[config.mk]
export PLATFORM = sky130hd
export DESIGN_NAME = btn_debounce
export DESIGN_NICKNAME = d
export VERILOG_FILES = /design/src/rtl/btn_deb_pkg.sv /design/src/rtl/deb_sync.sv /design/src/rtl/deb_timer.sv /design/src/rtl/deb_fsm.sv /design/src/rtl/btn_debounce.sv
export SDC_FILE = /design/constraint.sdc
export NUM_CORES = 1
export LEC_CHECK = 0
export ABC_AREA = 1
export BUFFER_PORTS_ARGS = -buffer_cell sky130_fd_sc_hd__buf_2
export CORE_AREA = 8 8 45 47
export CTS_BUF_LIST = sky130_fd_sc_hd__clkbuf_16
export DETAILED_ROUTE_END_ITERATION = 7
export DIE_AREA = 0 0 53 55
export PLACE_DENSITY = 0.47
export SLEW_MARGIN = 25
export SYNTH_ARGS = -nofsm -noshare
export SYNTH_HDL_FRONTEND = slang
export SYNTH_HIERARCHICAL = 1
export SYNTH_SLANG_ARGS = --single-unit
export TNS_END_PERCENT = 5
[constraint.sdc]
create_clock -name clk -period 2.7 [get_ports clk]
set_clock_uncertainty 0.1 [all_clocks]
set_input_delay 0 -clock clk [delete_from_list [all_inputs] [get_ports clk]]
set_output_delay 0 -clock clk [all_outputs]
set_load 0.1 [all_outputs]
[src/rtl/btn_deb_pkg.sv]
package btn_deb_pkg;
  typedef enum logic [1:0] {
    ST_IDLE   = 2'd0,
    ST_SETTLE = 2'd1,
    ST_HELD   = 2'd2
  } deb_state_t;
endpackage

[src/rtl/deb_sync.sv]
module deb_sync #(
  parameter int STAGES = 2
) (
  input  logic clk,
  input  logic rst,
  input  logic d,
  output logic q
);
  logic [STAGES-1:0] chain;

  always_ff @(posedge clk) begin
    if (rst) chain <= '0;
    else     chain <= {chain[STAGES-2:0], d};
  end

  assign q = chain[STAGES-1];

  // last flop takes the previous value of the one before it
  a_r2_sync_shift: assert property (@(posedge clk) disable iff (rst)
    1'b1 |=> chain[STAGES-1] == $past(chain[STAGES-2]));
endmodule

[src/rtl/deb_timer.sv]
module deb_timer #(
  parameter int THRESHOLD = 16
) (
  input  logic clk,
  input  logic rst,
  input  logic en,
  output logic done
);
  localparam int CW = $clog2(THRESHOLD + 1);
  localparam logic [CW-1:0] LIM = CW'(THRESHOLD);

  logic [CW-1:0] cnt;

  always_ff @(posedge clk) begin
    if (rst || !en) begin
      cnt  <= '0;
      done <= 1'b0;
    end else if (cnt < LIM) begin
      cnt <= cnt + 1'b1;
    end else begin
      done <= 1'b1;
    end
  end

  // disabled timer is cleared on the next edge
  a_r9_clear_when_off: assert property (@(posedge clk) disable iff (rst)
    !en |=> (cnt == '0) && !done);
  // count never passes the threshold
  a_r6_cnt_bound: assert property (@(posedge clk) disable iff (rst)
    cnt <= LIM);
  // flag only rises once the threshold was reached
  a_r6_flag_after_limit: assert property (@(posedge clk) disable iff (rst)
    $rose(done) |-> $past(cnt) == LIM);
endmodule

[src/rtl/deb_fsm.sv]
module deb_fsm
  import btn_deb_pkg::*;
(
  input  logic clk,
  input  logic rst,
  input  logic x,
  input  logic tmo,
  output logic level,
  output logic tmr_en
);
  deb_state_t st, st_nx;

  always_comb begin
    st_nx = st;
    unique case (st)
      ST_IDLE:   if (x) st_nx = ST_SETTLE;
      ST_SETTLE: if (tmo) st_nx = x ? ST_HELD : ST_IDLE;
      ST_HELD:   if (!x) st_nx = ST_IDLE;
      default:   st_nx = ST_IDLE;
    endcase
  end

  always_ff @(posedge clk) begin
    if (rst) st <= ST_IDLE;
    else     st <= st_nx;
  end

  assign level  = (st != ST_IDLE);
  assign tmr_en = (st == ST_SETTLE);

  // high input in idle starts a settling window
  a_r3_idle_to_settle: assert property (@(posedge clk) disable iff (rst)
    (st == ST_IDLE && x) |=> st == ST_SETTLE);
  // no exit from settling before timeout
  a_r6_no_early_exit: assert property (@(posedge clk) disable iff (rst)
    (st == ST_SETTLE && !tmo) |=> st == ST_SETTLE);
  // timeout exits chosen by input
  a_r7_exit_low: assert property (@(posedge clk) disable iff (rst)
    (st == ST_SETTLE && tmo && !x) |=> st == ST_IDLE);
  a_r7_exit_high: assert property (@(posedge clk) disable iff (rst)
    (st == ST_SETTLE && tmo && x) |=> st == ST_HELD);
  // release from held
  a_r8_held_release: assert property (@(posedge clk) disable iff (rst)
    (st == ST_HELD && !x) |=> st == ST_IDLE);
endmodule

[src/rtl/btn_debounce.sv]
module btn_debounce #(
  parameter int THRESHOLD   = 16,
  parameter int SYNC_STAGES = 2
) (
  input  logic clk,
  input  logic rst,
  input  logic btn_raw,
  output logic btn_clean,
  output logic tmr_active
);
  logic btn_sync;
  logic tmo;
  logic tmr_en;

  deb_sync #(.STAGES(SYNC_STAGES)) u_sync (
    .clk(clk), .rst(rst), .d(btn_raw), .q(btn_sync)
  );

  deb_fsm u_fsm (
    .clk(clk), .rst(rst), .x(btn_sync), .tmo(tmo),
    .level(btn_clean), .tmr_en(tmr_en)
  );

  deb_timer #(.THRESHOLD(THRESHOLD)) u_tmr (
    .clk(clk), .rst(rst), .en(tmr_en), .done(tmo)
  );

  assign tmr_active = tmr_en;

  // timer-active never overlaps a low output
  a_r5_active_implies_high: assert property (@(posedge clk) disable iff (rst)
    tmr_active |-> btn_clean);
endmodule

After elaboration in Yosys (flattened, before gate mapping). Index checks and enable logic that the tools add are counted. W data, S select, Z words.

$add $sub $neg: 1. $lt $le $gt $ge: 1. Equality and inequality tests: 5. Mux-type cells: 5. Reduce and logical (&&, ||, !) cells: 5.

Operators by type and width (number): $mux W2 (4); $ne A2 B2 Y1 const B (3); $pmux W2 S3 (1); $add A5 B1 Y5 const B (1); $lt A5 B5 Y1 const B (1); $reduce_and A3 Y1 (1); $eq A2 B1 Y1 const B (1); $eq A2 B2 Y1 const B (1); $logic_not A2 Y1 (1); $reduce_bool A2 Y1 (1); $logic_not A1 Y1 (1); $logic_or A1 B1 Y1 (1).

Register bits after elaboration: 10. Input bits: 3. Output and inout bits: 2. Word-level logic and storage cells: 21.

Longest topological paths before layout.
Depth in word-level cells: 3. Gate-level depth with buffers: 6. Depth with buffers taken out: 6.

By module. Netlist, hierarchy kept.

Modules (own cells, without submodules): deb_timer (times used 1, cells an instance 32, area an instance 246.5 um2, sequential area each 120.1 um2); deb_fsm (times used 1, cells an instance 16, area an instance 93.8 um2, sequential area each 40.0 um2); deb_sync (times used 1, cells an instance 6, area an instance 55.1 um2, sequential area each 40.0 um2).

Worst setup path before layout. OpenSTA, ideal clock, no wires.

Kind: flip-flop to flip-flop. Start: register u_fsm.st[0]. End: register u_tmr.cnt[4]. Setup time: 70 ps. Arrival time: 2228 ps. Data required time: 2530 ps. Slack: 302 ps. Cell stages (with the launch flop): 7. Buffers on the path: 0. Clock period less this slack: 2398 ps. Path through: dfxtp_1 -> inv_1 -> nor2_1 -> inv_1 -> nor2_4 -> inv_2 -> a21oi_1.

Longest elaborated chain between the ends: 3.

Ends and longest elaborated chain: start, declared (RTL line deb_fsm.sv:11) `deb_state_t st, st_nx;`; start signal, assigned (RTL line deb_fsm.sv:25) `else st <= st_nx;`; $eq A2 B1 Y1 (RTL line deb_fsm.sv:29) `assign tmr_en = (st == ST_SETTLE);`; net tmr_active (RTL line btn_debounce.sv:9) `output logic tmr_active`; $logic_not A1 Y1 (RTL line deb_timer.sv:15) `if (rst || !en) begin`; $logic_or A1 B1 Y1 (RTL line deb_timer.sv:15); end signal, assigned (RTL line deb_timer.sv:19) `cnt <= cnt + 1'b1;`; end, declared (RTL line deb_timer.sv:12) `logic [CW-1:0] cnt;`.

The timed path passes the listed nets, and every way through them passes these cells. A chain may end at the register's enable or synchronous reset.

Worst setup path in the final report.
Start: register u_fsm.st[0]. End: output port tmr_active.

Longest elaborated chain between the ends: 1.

Ends and longest elaborated chain (RTL line): $eq A2 B1 Y1 (deb_fsm.sv:29); end, declared (btn_debounce.sv:9).

No other way between the ends.

==> impl_metrics.toml <==
[logic_synthesis]
yosysTopAreaCell = "dfxtp_1"
synthTopCellsByCount = "nor2_1 (12), dfxtp_1 (10), nand2_1 (10)"
synthTopCellsByArea = "dfxtp_1 (51%), nor2_1 (11%), nand2_1 (9.5%)"
synth.top_cell.area_share_pct = 50.63
syn-cell-area_um2 = 395.4
syn-instance-count = 54
yosys_warnings = 6
ys.flop_type = "dfxtp_1"
ys_seq_elements = 10
yosysSeqAreaShare_pct = 50.63
synth_most_common_cell = "nor2_1"
synth_nets = 58
synth_cell_types = 11
syn_area_per_cell_um2 = 7.322
async_flop_share_pct = 0
synth_edf_count = 0

[place]
port_buffers = 4
hpwl_um = 496.6
dp_cells = 74
dpl_cell_area_um2 = 435.4
place_congestion = 0.7942

[die]
core_um2 = 1384
fp.dieH_um = 55
rows = 14
ios = 5
start_util_pct = 28.57
dieWidth_um = 53
dieArea_um2 = 2915

[final_layout]
seqCellArea_um2 = 200.2
fill_cells = 153
antenna_cells = 0
layout.cells.non_filler = 81
finalInstanceArea_um2 = 544.3
multiInputGateArea_um2 = 157.7
final_nets = 70
syn2layout_area_growth_pct = 37.66
drive_gt1_share_pct = 16.92

[detailed_routing]
firstDrtPassIters = 4
vias = 336
post_drt_wl_per_cell_um = 8.556
drtIter0Drc = 5
drt_wl_total_um = 693
drc = 0
vias_per_cell = 4.148
postRouteAntennaNets = 0

[worst_setup_path]
reg2regPathDepth = 6
required_ns = 2.60
r2r-start = "u_fsm/st[0]"
critical_path.top_delay_family = "buffers and inverters"
worst_setup_path_start_kind = "register"
worstSetupStartpoint = "u_fsm/st[0]"
slowest_delay_ns = 0.46
timing.critical_path.buf_inv = 2
cp.arrival_ns = 1.23
end_kind = "output pin"
cp_slowest_cell = "buf_2"
cp_max_fo = 3
crit_type = "register to output pin"
worstPathCellList = "inv_1, nor2_1, buf_2"
crit_cells = 3

[worst_hold_path]
min_from = "u_sync/chain[0]"
hold_class = "register to register"
hold_path_depth = 2

[power]
pwr_density_cell_nw_per_um2 = 823.4
p_total_uw = 448.1
p_leak_nw = 0.2385
vdd.ir_drop.worst_mv = 0.4215

[global_route]
antenna_found_initial = 0
grt_pass1_wl_um = 1214
first_global_vias = 297
overflow = 0
grt_use_total_pct = 6.422
grt_max_degree = 7

[sta]
timing.fmax_ghz = 0.7521
period_needed_ns = 1.330
timing.final.crit_share_pct = 49.25
slew_headroom_pct = 67.85
finalHoldViolCount = 0
tightest_slew_ns = 0.4857
whs_ns = 0.2986
setup_violations = 0
setup_tns_ns = 0
rsz0062_at_grt = "no"
slew_violations = 0

[clocking]
cts.clk_slew.worst_paths_ns = 0.04
max-clock-path-buffers = 2
ctsHoldBuffers = 3
clock_sinks = 10
cts_root_buffer = "clkbuf_16"
cts.repair.resized = 0
cts_tree = "yes"
cts_buffers = 3
post-cts-setup-buffers = 0
cts_htree_levels = 1
worstSkewPairLatency_ns = 0.24

[flow_run]
drv_cap = 0

[outcome]
status = "completed"
==> through the flow <==
step | worst slack, ns | utilization (%)
5_1_grt | 1.303 | 39.33
4_1_cts | 1.359 | 39.33
6_report | 1.370 | 39.33
3_3_place_gp | 1.639 | 31.46
3_5_place_dp | 1.617 | 31.46
2_1_floorplan | 0.3024 | -
==> placed cells by master, fill, tap and decap left out, drive strengths merged <==
cell type	count
clkinv	1
dfxtp	10
nor2	14
a21oi	5
ha	1
o21ai	1
buf	4
inv	10
dlygate4sd3	3
nand2	10
clkbuf	3
nand3	3
==> logic make-up after synthesis <==
family                     share of synthesized area [%]
buffers and inverters                              9.495
AOI/OAI and AO/OA                                  7.593
DFF                                                50.63
adders and majority gates                          3.164
and+or+nand+nor                                    29.11
==> layer usage <==
metal	vias up	wire length (µm)	global-route usage, %	share of wire, %
li1	184	-	-	-
met1	137	295	5.538	43
met2	11	291	8.594	42
met3	4	83	5.882	12
met4	0	23	6.466	3.3
met5	-	0	0	0
==> flip-flops by register name, summed over array words and instances (netlist names) <==
register and count:
u_tmr/cnt 5, u_sync/chain 2, u_tmr/done 1, u_fsm/st 2
==> worst reg2reg max path, stage by stage (launching register included) <==
cell and delay (ns):
dfxtp_1 0.32, inv_1 0.06, nor2_1 0.15, inv_1 0.09
nor2_4 0.12, inv_2 0.06, a21oi_1 0.10
==> power breakdown <==
part | internal (mW) | total, mW | switching, mW
Sequential | 0.151 | 0.153 | 0.00136
Combinational | 0.00873 | 0.0319 | 0.0232
Clock | 0.194 | 0.263 | 0.0694
Total | 0.354 | 0.448 | 0.0939
==> layout make-up <==
| cell class | count | area share [%] |
|---|---|---|
| clock buffers | 3 | 13.79 |
| flip-flops and latches | 10 | 36.78 |
| clock inverters | 1 | 0.6897 |
| inverters | 10 | 6.897 |
| multi-input cells | 34 | 28.97 |
| well taps | 16 | 3.678 |
| repair buffers | 7 | 9.195 |
==> worst paths after layout <==
| path | to | slack, ns |
|---|---|---|
| min | u_sync/chain[1] | 0.30 |
| max | tmr_active | 1.37 |
| min reg2reg | u_sync/chain[1] | 0.30 |
| max reg2reg | u_tmr/cnt[4] | 1.62 |
No activity file was read; power rests on OpenSTA's default activity.
